[src/rtl/bcd_alu_pkg.sv]
`timescale 1ns/1ps
package bcd_alu_pkg;

    localparam int DATA_W  = 8;
    localparam int NIB_W   = 4;
    localparam int NIB_CNT = DATA_W / NIB_W;
    localparam logic [NIB_W-1:0] DIGIT_MAX = NIB_W'(9);
    localparam logic [NIB_W-1:0] NIB_FIX   = NIB_W'(6);

    typedef enum logic [2:0] {
        OP_LOAD    = 3'd0,
        OP_ADD     = 3'd1,
        OP_SUB     = 3'd2,
        OP_SUB_ADJ = 3'd3,
        OP_ADD_ADJ = 3'd4,
        OP_WR_ADJ  = 3'd5,
        OP_NOP6    = 3'd6,
        OP_NOP7    = 3'd7
    } op_e;

    typedef struct packed {
        logic cy;
        logic ac;
    } flags_t;

    typedef struct packed {
        logic [DATA_W-1:0] val;
        flags_t            fl;
    } alu_res_t;

    typedef struct packed {
        logic wr_acc;
        logic wr_flags;
        logic wr_mode;
        logic mode_add;
        logic do_sub;
        logic use_adj;
        logic sticky_cy;
    } ctrl_t;

    function automatic ctrl_t decode_op(input logic valid, input op_e op);
        ctrl_t c;
        c = '0;
        if (valid) begin
            unique case (op)
                OP_LOAD: begin
                    c.wr_acc = 1'b1;
                end
                OP_ADD: begin
                    c.wr_acc   = 1'b1;
                    c.wr_flags = 1'b1;
                    c.wr_mode  = 1'b1;
                    c.mode_add = 1'b1;
                end
                OP_SUB: begin
                    c.wr_acc   = 1'b1;
                    c.wr_flags = 1'b1;
                    c.wr_mode  = 1'b1;
                    c.do_sub   = 1'b1;
                end
                OP_SUB_ADJ: begin
                    c.wr_acc    = 1'b1;
                    c.wr_flags  = 1'b1;
                    c.wr_mode   = 1'b1;
                    c.do_sub    = 1'b1;
                    c.use_adj   = 1'b1;
                    c.sticky_cy = 1'b1;
                end
                OP_ADD_ADJ: begin
                    c.wr_acc    = 1'b1;
                    c.wr_flags  = 1'b1;
                    c.wr_mode   = 1'b1;
                    c.mode_add  = 1'b1;
                    c.use_adj   = 1'b1;
                    c.sticky_cy = 1'b1;
                end
                default: c = '0;
            endcase
        end
        return c;
    endfunction

endpackage

[src/rtl/bcd_arith_unit.sv]
`timescale 1ns/1ps
module bcd_arith_unit
    import bcd_alu_pkg::*;
(
    input  logic [DATA_W-1:0] a_in,
    input  logic [DATA_W-1:0] b_in,
    input  logic              do_sub,
    input  logic              sticky_cy,
    input  flags_t            old_fl,
    output alu_res_t          res
);

    logic [NIB_CNT:0]    chain;
    logic [DATA_W-1:0]   sum;
    logic [DATA_W-1:0]   b_eff;

    assign b_eff    = b_in ^ {DATA_W{do_sub}};
    assign chain[0] = do_sub;

    for (genvar i = 0; i < NIB_CNT; i++) begin : g_nib
        logic [NIB_W:0] part;
        assign part = {1'b0, a_in[i*NIB_W +: NIB_W]}
                    + {1'b0, b_eff[i*NIB_W +: NIB_W]}
                    + {{NIB_W{1'b0}}, chain[i]};
        assign sum[i*NIB_W +: NIB_W] = part[NIB_W-1:0];
        assign chain[i+1]            = part[NIB_W];
    end

    logic raw_cy;
    logic raw_ac;

    // a carry of 1 in subtract mode means no borrow
    assign raw_cy = chain[NIB_CNT] ^ do_sub;
    assign raw_ac = chain[1] ^ do_sub;

    always_comb begin
        res.val   = sum;
        res.fl.cy = raw_cy | (sticky_cy & old_fl.cy);
        res.fl.ac = raw_ac;
    end

endmodule

[src/rtl/bcd_adj_unit.sv]
`timescale 1ns/1ps
module bcd_adj_unit
    import bcd_alu_pkg::*;
(
    input  logic [DATA_W-1:0] acc,
    input  flags_t            fl,
    input  logic              mode_add,
    output logic [DATA_W-1:0] adj
);

    logic [NIB_CNT-1:0] over9;
    logic [NIB_CNT-1:0] need;

    for (genvar i = 0; i < NIB_CNT; i++) begin : g_dig
        logic [NIB_W-1:0] dig;
        logic             flag_in;
        assign dig      = acc[i*NIB_W +: NIB_W];
        assign over9[i] = dig > DIGIT_MAX;

        if (i == 0) begin : g_low
            assign flag_in = fl.ac;
            assign need[i] = flag_in | over9[i];
        end else begin : g_high
            assign flag_in = (i == NIB_CNT-1) ? fl.cy : 1'b0;
            // in add mode a 9 here overflows once the lower digit is fixed
            assign need[i] = flag_in | over9[i]
                           | (mode_add & (dig == DIGIT_MAX) & over9[i-1]);
        end

        assign adj[i*NIB_W +: NIB_W] = need[i] ? NIB_FIX : '0;
    end

endmodule

[src/rtl/bcd_state_regs.sv]
`timescale 1ns/1ps
module bcd_state_regs
    import bcd_alu_pkg::*;
(
    input  logic              clk,
    input  logic              rst,
    input  ctrl_t             ctrl,
    input  alu_res_t          alu_res,
    input  logic [DATA_W-1:0] load_val,
    output logic [DATA_W-1:0] acc,
    output flags_t            fl,
    output logic              mode_add
);

    always_ff @(posedge clk) begin
        if (rst) begin
            acc      <= '0;
            fl       <= '0;
            mode_add <= 1'b0;
        end else begin
            if (ctrl.wr_acc) begin
                acc <= ctrl.wr_flags ? alu_res.val : load_val;
            end
            if (ctrl.wr_flags) begin
                fl <= alu_res.fl;
            end
            if (ctrl.wr_mode) begin
                mode_add <= ctrl.mode_add;
            end
        end
    end

endmodule

[src/rtl/bcd_adjust_alu.sv]
`timescale 1ns/1ps
module bcd_adjust_alu
    import bcd_alu_pkg::*;
(
    input  logic              clk,
    input  logic              rst,
    input  logic              op_valid,
    input  logic [2:0]        op_code,
    input  logic [DATA_W-1:0] op_data,
    output logic [DATA_W-1:0] acc_q,
    output logic              cy_q,
    output logic              ac_q,
    output logic [DATA_W-1:0] adj_q
);

    ctrl_t             ctrl;
    alu_res_t          alu_res;
    flags_t            fl;
    logic              mode_add;
    logic [DATA_W-1:0] acc;
    logic [DATA_W-1:0] adj;
    logic [DATA_W-1:0] operand;

    assign ctrl    = decode_op(op_valid, op_e'(op_code));
    assign operand = ctrl.use_adj ? adj : op_data;

    bcd_adj_unit u_adj (
        .acc      (acc),
        .fl       (fl),
        .mode_add (mode_add),
        .adj      (adj)
    );

    bcd_arith_unit u_arith (
        .a_in      (acc),
        .b_in      (operand),
        .do_sub    (ctrl.do_sub),
        .sticky_cy (ctrl.sticky_cy),
        .old_fl    (fl),
        .res       (alu_res)
    );

    bcd_state_regs u_regs (
        .clk      (clk),
        .rst      (rst),
        .ctrl     (ctrl),
        .alu_res  (alu_res),
        .load_val (op_data),
        .acc      (acc),
        .fl       (fl),
        .mode_add (mode_add)
    );

    assign acc_q = acc;
    assign cy_q  = fl.cy;
    assign ac_q  = fl.ac;
    assign adj_q = adj;

endmodule

[config.mk]
export PLATFORM = sky130hd
export DESIGN_NAME = bcd_adjust_alu
export DESIGN_NICKNAME = d
export VERILOG_FILES = /design/src/rtl/bcd_alu_pkg.sv /design/src/rtl/bcd_arith_unit.sv /design/src/rtl/bcd_adj_unit.sv /design/src/rtl/bcd_state_regs.sv /design/src/rtl/bcd_adjust_alu.sv
export SDC_FILE = /design/constraint.sdc
export NUM_CORES = 1
export LEC_CHECK = 0
export BUFFER_PORTS_ARGS = -buffer_cell sky130_fd_sc_hd__buf_2
export CAP_MARGIN = 20
export CELL_PAD_IN_SITES_DETAIL_PLACEMENT = 1
export CELL_PAD_IN_SITES_GLOBAL_PLACEMENT = 1
export CORE_AREA = 2 2 64 66
export DETAILED_ROUTE_END_ITERATION = 10
export DIE_AREA = 0 0 66 68
export HOLD_SLACK_MARGIN = 0.02
export PLACE_DENSITY = 0.74
export SLEW_MARGIN = 20
export SYNTH_ARGS = -nofsm -noshare
export SYNTH_HDL_FRONTEND = slang
export SYNTH_SLANG_ARGS = --single-unit
[constraint.sdc]
create_clock -name clk -period 3.6 [get_ports clk]
set_input_delay 0.18 -clock clk [delete_from_list [all_inputs] [get_ports clk]]
set_output_delay 0.18 -clock clk [all_outputs]
set_load 0.05 [all_outputs]
# Yosys cells after proc, flatten, opt, wreduce, memory -nomap -nowiden
# Index checks and enable logic that the tools add are counted.
[word_totals] output_inout_bits=18 regBits=11 word_cells=41
[op_classes] magnitude_cmp=2 reduce_logical=6 bitwise=10 muxes=10 addsub=4 n_eq_ne=5
[ops] op="8-bit two-way mux" count=2
[ops] op="4-bit by 4-bit adder with 5-bit output" count=2
[ops] op="5-bit by 1-bit adder with 5-bit output" count=2
[ops] op="4-bit > comparator, second input constant" count=2
[ops] op="8-bit bitwise XOR" count=1
[ops] op="7-bit two-way mux" count=1
[ops] op="3-bit by 2-bit == test with 1-bit output, second input constant" count=2
[ops] op="3-bit two-way mux" count=2
[ops] op="2-bit OR reduction" count=3
[ops] op="5-bit OR reduction" count=1
[ops] op="4-bit == test, second input constant" count=1
[ops] op="2-bit two-way mux" count=2
[ops] op="1-bit OR" count=4
[ops] op="4-bit OR reduction" count=1
[ops] op="1-bit AND" count=3
[ops] op="3-bit by 1-bit == test with 1-bit output, second input constant" count=1
[ops] op="3-bit == test, second input constant" count=1
[ops] op="3-bit zero test" count=1
[ops] op="1-bit two-way mux" count=3
[ops] op="1-bit bitwise XOR" count=2

# Longest topological paths before layout
# Gate-level depths: netlist of run 1.
[depth] ltp_word=12 ltp_mapped=18 mapped_depth_nobuf=17

# Modules after synthesis
# A second synthesis of run 1 with hierarchy kept.
[hier_totals] cells_unflattened=176 area_unflattened_um2=1506.4
[by_module_without_submodules] mod="bcd_adjust_alu" cells_per_inst=68 instances=1 area_each_um2=530.5
[by_module_without_submodules] mod="bcd_state_regs" cells_per_inst=45 instances=1 area_each_um2=470.5
[by_module_without_submodules] mod="bcd_arith_unit" cells_per_inst=50 instances=1 area_each_um2=415.4
[by_module_without_submodules] mod="bcd_adj_unit" cells_per_inst=13 instances=1 area_each_um2=90.1

# Least setup slack after synthesis of run 1
# No wires, ideal clock.
[synth_timing] path_type="register to register" from="reg u_regs.acc[1]" to="reg u_regs.fl[1] (netlist name)" n_path_buf=0 setup_time_ns=0.132 t_required_ns=3.468 arrival_time_ns=3.552 stages_incl_launch_ff=18 setup_slack_ns=-0.085 cell_sequence="dfxtp_1 o21a_1 nor2_1 a31oi_1 o221ai_1 a21oi_1 ha_1 nor2b_1 o21ai_0 and2_1 fa_1 inv_1 fa_1 a21o_1 a21oi_1 nor2_1 o311ai_0 a21oi_1"
[synth_between] elab_chain_cells=10 word_cells_on_any_way=14 classes_between="add/sub: 4; order compare: 1; mux: 3; bitwise: 6"
[synth_lines] item="from (decl)" line="bcd_state_regs.sv:10" rtl="output logic [DATA_W-1:0] acc,"
[synth_lines] item="from (signal assigned)" line="bcd_state_regs.sv:22" rtl="acc <= ctrl.wr_flags ? alu_res.val : load_val;"
[synth_lines] item="4-bit > comparator" line="bcd_adj_unit.sv:18" rtl="assign over9[i] = dig > DIGIT_MAX;"
[synth_lines] item="1-bit OR / 1-bit AND (equally long branches)" line="bcd_adj_unit.sv:22, bcd_adj_unit.sv:27"
[synth_lines] item="3-bit two-way mux / 1-bit OR (equally long branches)" line="bcd_adj_unit.sv:30, bcd_adj_unit.sv:27"
[synth_lines] item="8-bit two-way mux / 3-bit two-way mux (equally long branches)" line="bcd_adjust_alu.sv:25, bcd_adj_unit.sv:30"
[synth_lines] item="8-bit bitwise XOR / 8-bit two-way mux (equally long branches)" line="bcd_arith_unit.sv:17, bcd_adjust_alu.sv:25"
[synth_lines] item="4-bit by 4-bit adder with 5-bit output / 8-bit bitwise XOR (equally long branches)" line="bcd_arith_unit.sv:23, bcd_arith_unit.sv:17"
[synth_lines] item="5-bit by 1-bit adder with 5-bit output / 4-bit by 4-bit adder with 5-bit output (equally long branches)" line="bcd_arith_unit.sv:24, bcd_arith_unit.sv:23"
[synth_lines] item="5-bit by 1-bit adder with 5-bit output (*)" line="bcd_arith_unit.sv:24" rtl="+ {{NIB_W{1'b0}}, chain[i]};"
[synth_lines] item="1-bit bitwise XOR (*)" line="bcd_arith_unit.sv:33" rtl="assign raw_cy = chain[NIB_CNT] ^ do_sub;"
[synth_lines] item="1-bit OR (*)" line="bcd_arith_unit.sv:38" rtl="res.fl.cy = raw_cy | (sticky_cy & old_fl.cy);"
# Mark *: on every way between the ends. The rest lies on a longest branch, timed or not.
# A chain may end at the register's enable or synchronous reset.

# Worst setup path after layout of run 1
[layout_timing] from="reg u_regs.acc[2]" to="reg u_regs.fl[1] (netlist name)"
[layout_between] elab_chain_cells=10 word_cells_on_any_way=14 classes_between="add/sub: 4; order compare: 1; mux: 3; bitwise: 6"
[layout_lines] item="4-bit > comparator" line="bcd_adj_unit.sv:18"
[layout_lines] item="1-bit OR / 1-bit AND (equally long branches)" line="bcd_adj_unit.sv:22, bcd_adj_unit.sv:27"
[layout_lines] item="3-bit two-way mux / 1-bit OR (equally long branches)" line="bcd_adj_unit.sv:30, bcd_adj_unit.sv:27"
[layout_lines] item="8-bit two-way mux / 3-bit two-way mux (equally long branches)" line="bcd_adjust_alu.sv:25, bcd_adj_unit.sv:30"
[layout_lines] item="8-bit bitwise XOR / 8-bit two-way mux (equally long branches)" line="bcd_arith_unit.sv:17, bcd_adjust_alu.sv:25"
[layout_lines] item="4-bit by 4-bit adder with 5-bit output / 8-bit bitwise XOR (equally long branches)" line="bcd_arith_unit.sv:23, bcd_arith_unit.sv:17"
[layout_lines] item="5-bit by 1-bit adder with 5-bit output / 4-bit by 4-bit adder with 5-bit output (equally long branches)" line="bcd_arith_unit.sv:24, bcd_arith_unit.sv:23"
[layout_lines] item="5-bit by 1-bit adder with 5-bit output (*)" line="bcd_arith_unit.sv:24"
[layout_lines] item="1-bit bitwise XOR (*)" line="bcd_arith_unit.sv:33"
[layout_lines] item="1-bit OR (*)" line="bcd_arith_unit.sv:38"
# Marked as above.

==> results.toml, run 1 <==
[status]
outcome = "complete, no violations"

[worst_setup_path]
path_cells = "o21a_1 > nor2_1 > buf_4 > o22ai_1 > a21oi_1 > ha_1 > nor2b_1 > o21ai_1 > and2_4 > fa_2 > inv_1 > fa_1 > a21o_1 > a21oi_2 > nor2_1 > o311ai_1 > a21oi_1"
crit_path_end_kind = "flip-flop"
crit_arrival_ps = 3510
crit_type = "flip-flop to flip-flop"
crit_required_ps = 3720
crit_path_start_kind = "flip-flop"
critical_path.slowest_cell = "fa_1"
cp_max_fo = 4
r2r_cells = 17
crit_path_max_incr_delay_ps = 410

[pwr]
p_total_mw = 0.5535
ir_worst_vdd_v = 0.0002338
p_leak_nw = 0.6973
pwr_density_cell_mw_per_mm2 = 359.4

[logic_synthesis]
ys_seq_area_frac = 0.1750
synthTopCellsByCount = "a21oi_1 (24), nand2_1 (17), nor2_1 (15)"
synth_top_area_cell = "dfxtp_1"
synth_flop_cell = "dfxtp_1"
avgSynthCellArea_um2 = 7.152
synth_area_leaders = "dfxtp_1 (17%), a21oi_1 (9.5%), ha_1 (6.0%)"
ys_types = 49
netlist_area_mm2 = 0.001259
async_flop_share = 0
yosysWarnings = 0
synth.most_common_cell = "a21oi_1"
synth_edf_count = 0
synth_cells = 176
synth-seq-cells = 11
synth_top_area_frac = 0.1750

[timing]
slew_violations = 0
min_period_ps = 3390
finClkSkew_ps = 2.937
period_share = 0.9418
fin_tns_setup_ps = 0
slew_headroom = 0.2922
tightest_slew_ps = 1055
final-hold-violation-count = 0
rsz0062_at_grt = "no"
max_freq_ghz = 0.2950
setup_violations = 0

[place]
placedCellCount = 253
dp_hpwl_mm = 3.088
io_buffers = 27
dpl-instance-area_mm2 = 0.001476
place_congestion = 0.7839

[cells_and_area]
nFillCells = 527
drive_gt1_frac = 0.2740
final_cells = 258
final_area_mm2 = 0.001540
insertedDiodeCount = 0
area_growth_pct = 22.37
nNetsFinal = 232
utilization = 0.3994

[routing]
drc = 0
ant_nets = 0
initialDrtViolationCount = 53
vias = 1366
post_drt_wl_per_cell_um = 15.40
post_drt_via_cell_ratio = 5.295
drtPass1Iterations = 4
routed_wl_mm = 3.973

[clocking]
cts_sinks = 11
hold_buffers = 0
clk_latency_ps = 240
clock_path_buffers = 2
clk_pin_slew_ps = 60
htreeDepth = 1
cts_buffers = 3
cts_tree = "built"
cts_root_buf = "clkbuf_8"

[global_route]
overflow = 0
grt_pass1_vias = 1366
antenna_found_initial = 0
grt_use_total = 0.1880
grt_max_degree = 16
grt_pass1_wl_mm = 6.499

[job]
maxCapViolCount = 0

[die]
floorplan.rows = 23
core_mm2 = 0.003856
ios = 32
die_area_mm2 = 0.004488
start_util = 0.3264
die_w_um = 66
die_y_um = 68

[min_path]
hold_path_class = "input port to flip-flop"
min_path_cells = 2
==> cell usage in the layout (no fill, tap or decap), types with 2 or more instances in the layout <==
master	Yosys	layout
a211oi_1	3	3
a21o_1	3	3
a21oi_1	24	23
a22o_1	5	5
a22oi_1	2	2
a31oi_1	2	2
buf_2	2	27
buf_4	7	15
clkbuf_8	0	3
conb_1	1	4
dfxtp_1	11	8
dfxtp_2	0	3
fa_2	0	2
ha_1	6	6
inv_1	9	9
mux2_2	3	3
nand2_1	17	17
nor2_1	15	15
nor2b_1	5	5
nor3_1	8	8
o21ai_0	10	9
o21ai_1	1	2
o221ai_1	2	2
o22ai_1	2	2
xnor2_1	2	2
xor2_1	2	2
==> final cells by class <==
type	count	area (um^2)	share of cell area
Multi-Input combinational cell	142	927.1	0.6019
Timing Repair Buffer	42	247.7	0.1608
Inverter	9	33.78	0.02193
Clock buffer	4	45.04	0.02924
Tap cell	50	62.56	0.04062
Sequential cell	11	224.0	0.1454
==> critical path: cells and delay by family (launching register included) <==
kind | cells | cell delay (ps)
compound gates | 8 | 1300
fa+ha+maj | 3 | 890
simple gates | 4 | 540
flops | 1 | 340
buf+inv | 2 | 220
==> power by group <==
group | switching (mW) | leakage [nW] | internal, mW
clock network | 0.0545 | 0.0228 | 0.0783
registers | 0.0136 | 0.0915 | 0.134
logic | 0.175 | 0.583 | 0.0981
total | 0.243 | 0.697 | 0.311
==> metal layers <==
metal,up-vias,global-route usage,routed length [um]
met5,-,0,0
met4,0,0.05357,59
met2,24,0.2967,1770
met1,645,0.2716,2059
met3,6,0.01974,83
li1,691,-,-
==> logic make-up (layout without fill, tap and decap cells) <==
| family | after synthesis | after routing | synth area share |
|---|---|---|---|
| XOR/XNOR | 4 | 4 | 0.02784 |
| AO/OA/AOI/OAI | 63 | 63 | 0.3171 |
| flip-flops | 11 | 11 | 0.1749 |
| adder cells (fa/ha/maj) | 9 | 9 | 0.1074 |
| multiplexers | 4 | 4 | 0.03479 |
| other | 1 | 4 | 0.002979 |
| AND/OR/NAND/NOR | 58 | 58 | 0.2286 |
| buffers and inverters | 26 | 55 | 0.1064 |
==> what timing repair did <==
action                                  CTS  global route
endpoints found under the hold margin     0             0
endpoints found under the setup margin    0             3
setup buffers                             0             1
resized for setup                         0             6
==> final timing paths <==
check,end,start,slack [ps]
worst max register to register,u_regs.fl[1],u_regs.acc[2],210
worst min register to register,u_regs.acc[7],u_regs.acc[7],510
worst min-delay path,u_regs.acc[2],rst,270
worst max-delay path,u_regs.fl[1],u_regs.acc[2],210
==> registers in the layout (all words and copies together), names as in the netlist <==
name             cells
u_regs.acc           8
u_regs.fl            2
u_regs.mode_add      1
==> metrics by stage <==
| stage | hold slack, ps | setup slack (ps) |
|---|---|---|
| 6_report | 271.3 | 209.6 |
| 5_1_grt | 287.9 | 5.712 |
| 4_1_cts | 282.3 | 37.32 |
| 3_5_place_dp | 499.7 | 66.67 |
| 3_3_place_gp | 494.8 | 98.65 |
| 2_1_floorplan | 263.1 | 51.19 |
No activity file was read; power rests on OpenSTA's default activity.
==> run 2: changes to the inputs <==
REMOVE_ABC_BUFFERS = 1   (was not set)
==> results.toml, run 2 (synthesis results as in run 1) <==
[status]
outcome = "complete, no violations"

[cells_and_area]
insertedDiodeCount = 0
nFillCells = 523
largest_reg_flops = 8
drive_gt1_frac = 0.2596
regMostFlops = "u_regs.acc"
top_regs = "u_regs.acc (8), u_regs.fl (2), u_regs.mode_add (1)"
final_area_mm2 = 0.001540
final_common_cell = "buf_2"
area_growth_pct = 22.37
nNetsFinal = 232
final_cell_mix = "buf_2 (27), a21oi_1 (23), nand2_1 (17)"

[worst_setup_path]
r2r_slack_ps = 290
crit_type = "flip-flop to flip-flop"
crit_required_ps = 3780
rr_endpoint = "u_regs.acc[7]"
crit_end = "u_regs.acc[7]"
cp_max_fo = 4
crit_path_start_kind = "flip-flop"
r2r-start = "u_regs.acc[1]"
r2r_cells = 16
crit_arrival_ps = 3490
crit_path_end_kind = "flip-flop"
crit_start = "u_regs.acc[1]"

[place]
dp_hpwl_mm = 3.014
place_congestion = 0.8085
io_buffers = 27
dp_slack_ps = 8.844
dpl-instance-area_mm2 = 0.001473

[die]
floorplan.rows = 23
core_mm2 = 0.003856
ios = 32
die_w_um = 66
die_area_mm2 = 0.004488
die_y_um = 68
start_util = 0.3264

[global_route]
overflow = 0
grt_pass1_wl_mm = 6.299
grt_pass1_vias = 1286
grt_max_degree = 17
antenna_found_initial = 0
grt_use_total = 0.1857

[clocking]
cts_buffers = 3
clk_latency_ps = 240
clk_pin_slew_ps = 50
htreeDepth = 1
hold_buffers = 0
clock_path_buffers = 2
cts_root_buf = "clkbuf_8"
cts_tree = "built"
cts_sinks = 11

[routing]
post_drt_via_cell_ratio = 5.388
initialDrtViolationCount = 49
ant_nets = 0
vias = 1390
drc = 0
drtPass1Iterations = 4
post_drt_wl_per_cell_um = 15.26
routed_wl_mm = 3.936

[timing]
slew_headroom = 0.3000
finClkSkew_ps = 0.9150
final-hold-violation-count = 0
min_period_ps = 3311
period_share = 0.9196
tightest_slew_ps = 1043
worst_slack_ps = 289.5
timing.hold.ws_ps = 267.5
setup_violations = 0
max_freq_ghz = 0.3021
slew_violations = 0

[pwr]
p_int_mw = 0.3105
switching_share = 0.4359
p_total_mw = 0.5503
ir_worst_vdd_v = 0.00009901
p_switching_mw = 0.2399
power_frac_clock = 0.237
seqPwrFrac = 0.263
pwr_density_cell_mw_per_mm2 = 357.3
p_leak_nw = 0.6957
combPwrFrac = 0.500

[min_path]
hold_path_class = "input port to flip-flop"
min_from = "op_data[0]"

[job]
maxCapViolCount = 0
[run 2: worst min-delay path by stage]
stage | slack [ps] | cells past startpoint | end
after floorplan | 250 | 1 | u_regs.acc[7]
after global placement | 500 | 2 | u_regs.acc[7]
after detailed placement | 500 | 2 | u_regs.acc[7]
after CTS | 270 | 3 | u_regs.acc[0]
after global routing | 290 | 2 | u_regs.acc[2]
final | 270 | 3 | u_regs.acc[0]
[run 2: cell type report]
| type | count | area (um^2) | share of cell area |
|---|---|---|---|
| well taps | 50 | 62.56 | 0.04062 |
| repair buffers | 42 | 247.7 | 0.1608 |
| inverters | 9 | 33.78 | 0.02193 |
| flip-flops and latches | 11 | 220.2 | 0.1430 |
| clock buffers | 4 | 45.04 | 0.02924 |
| multi-input cells | 142 | 930.9 | 0.6044 |
[run 2: power by group through the flow]
stage	Clock [mW]	Sequential, mW	Combinational [mW]
floorplan	0	0.184	0.142
global placement	0	0.147	0.266
detailed placement	0	0.147	0.269
CTS	0.136	0.145	0.271
global route	0.139	0.147	0.301
finish	0.131	0.145	0.275
[run 2: metrics by stage]
stage	setup TNS, ps	cells	utilization
2_1_floorplan	-79.84	162	-
3_3_place_gp	0	253	0.3819
3_5_place_dp	0	253	0.3819
4_1_cts	0	257	0.3936
5_1_grt	-20.88	258	0.3994
6_report	0	258	0.3994
[run 2: repair_timing]
| action | 4_1_cts | 5_1_grt |
|---|---|---|
| setup endpoints to repair | 0 | 3 |
| gates resized for setup | 0 | 6 |
| buffers inserted | 0 | 1 |
[run 2: worst max-delay path, stage by stage, from the launching register on]
cell and delay, ps:
dfxtp_1 300, o21a_1 210, nor2_2 100, buf_4 140
o22ai_1 70, nand2_1 90, o211ai_1 120, fa_2 390
nor2b_1 130, o21ai_1 80, and2_1 190, fa_1 390
nor2b_1 130, o21ai_0 110, nor4b_1 160, or4_1 500
a21oi_1 130
[run 2: metal layers]
metal / wire length (um) / global-route usage / share of wire
met5: 0 / 0 / 0
met4: 38 / 0.04592 / 0.0097
met3: 134 / 0.02467 / 0.034
met2: 1750 / 0.3018 / 0.44
met1: 2013 / 0.2607 / 0.51
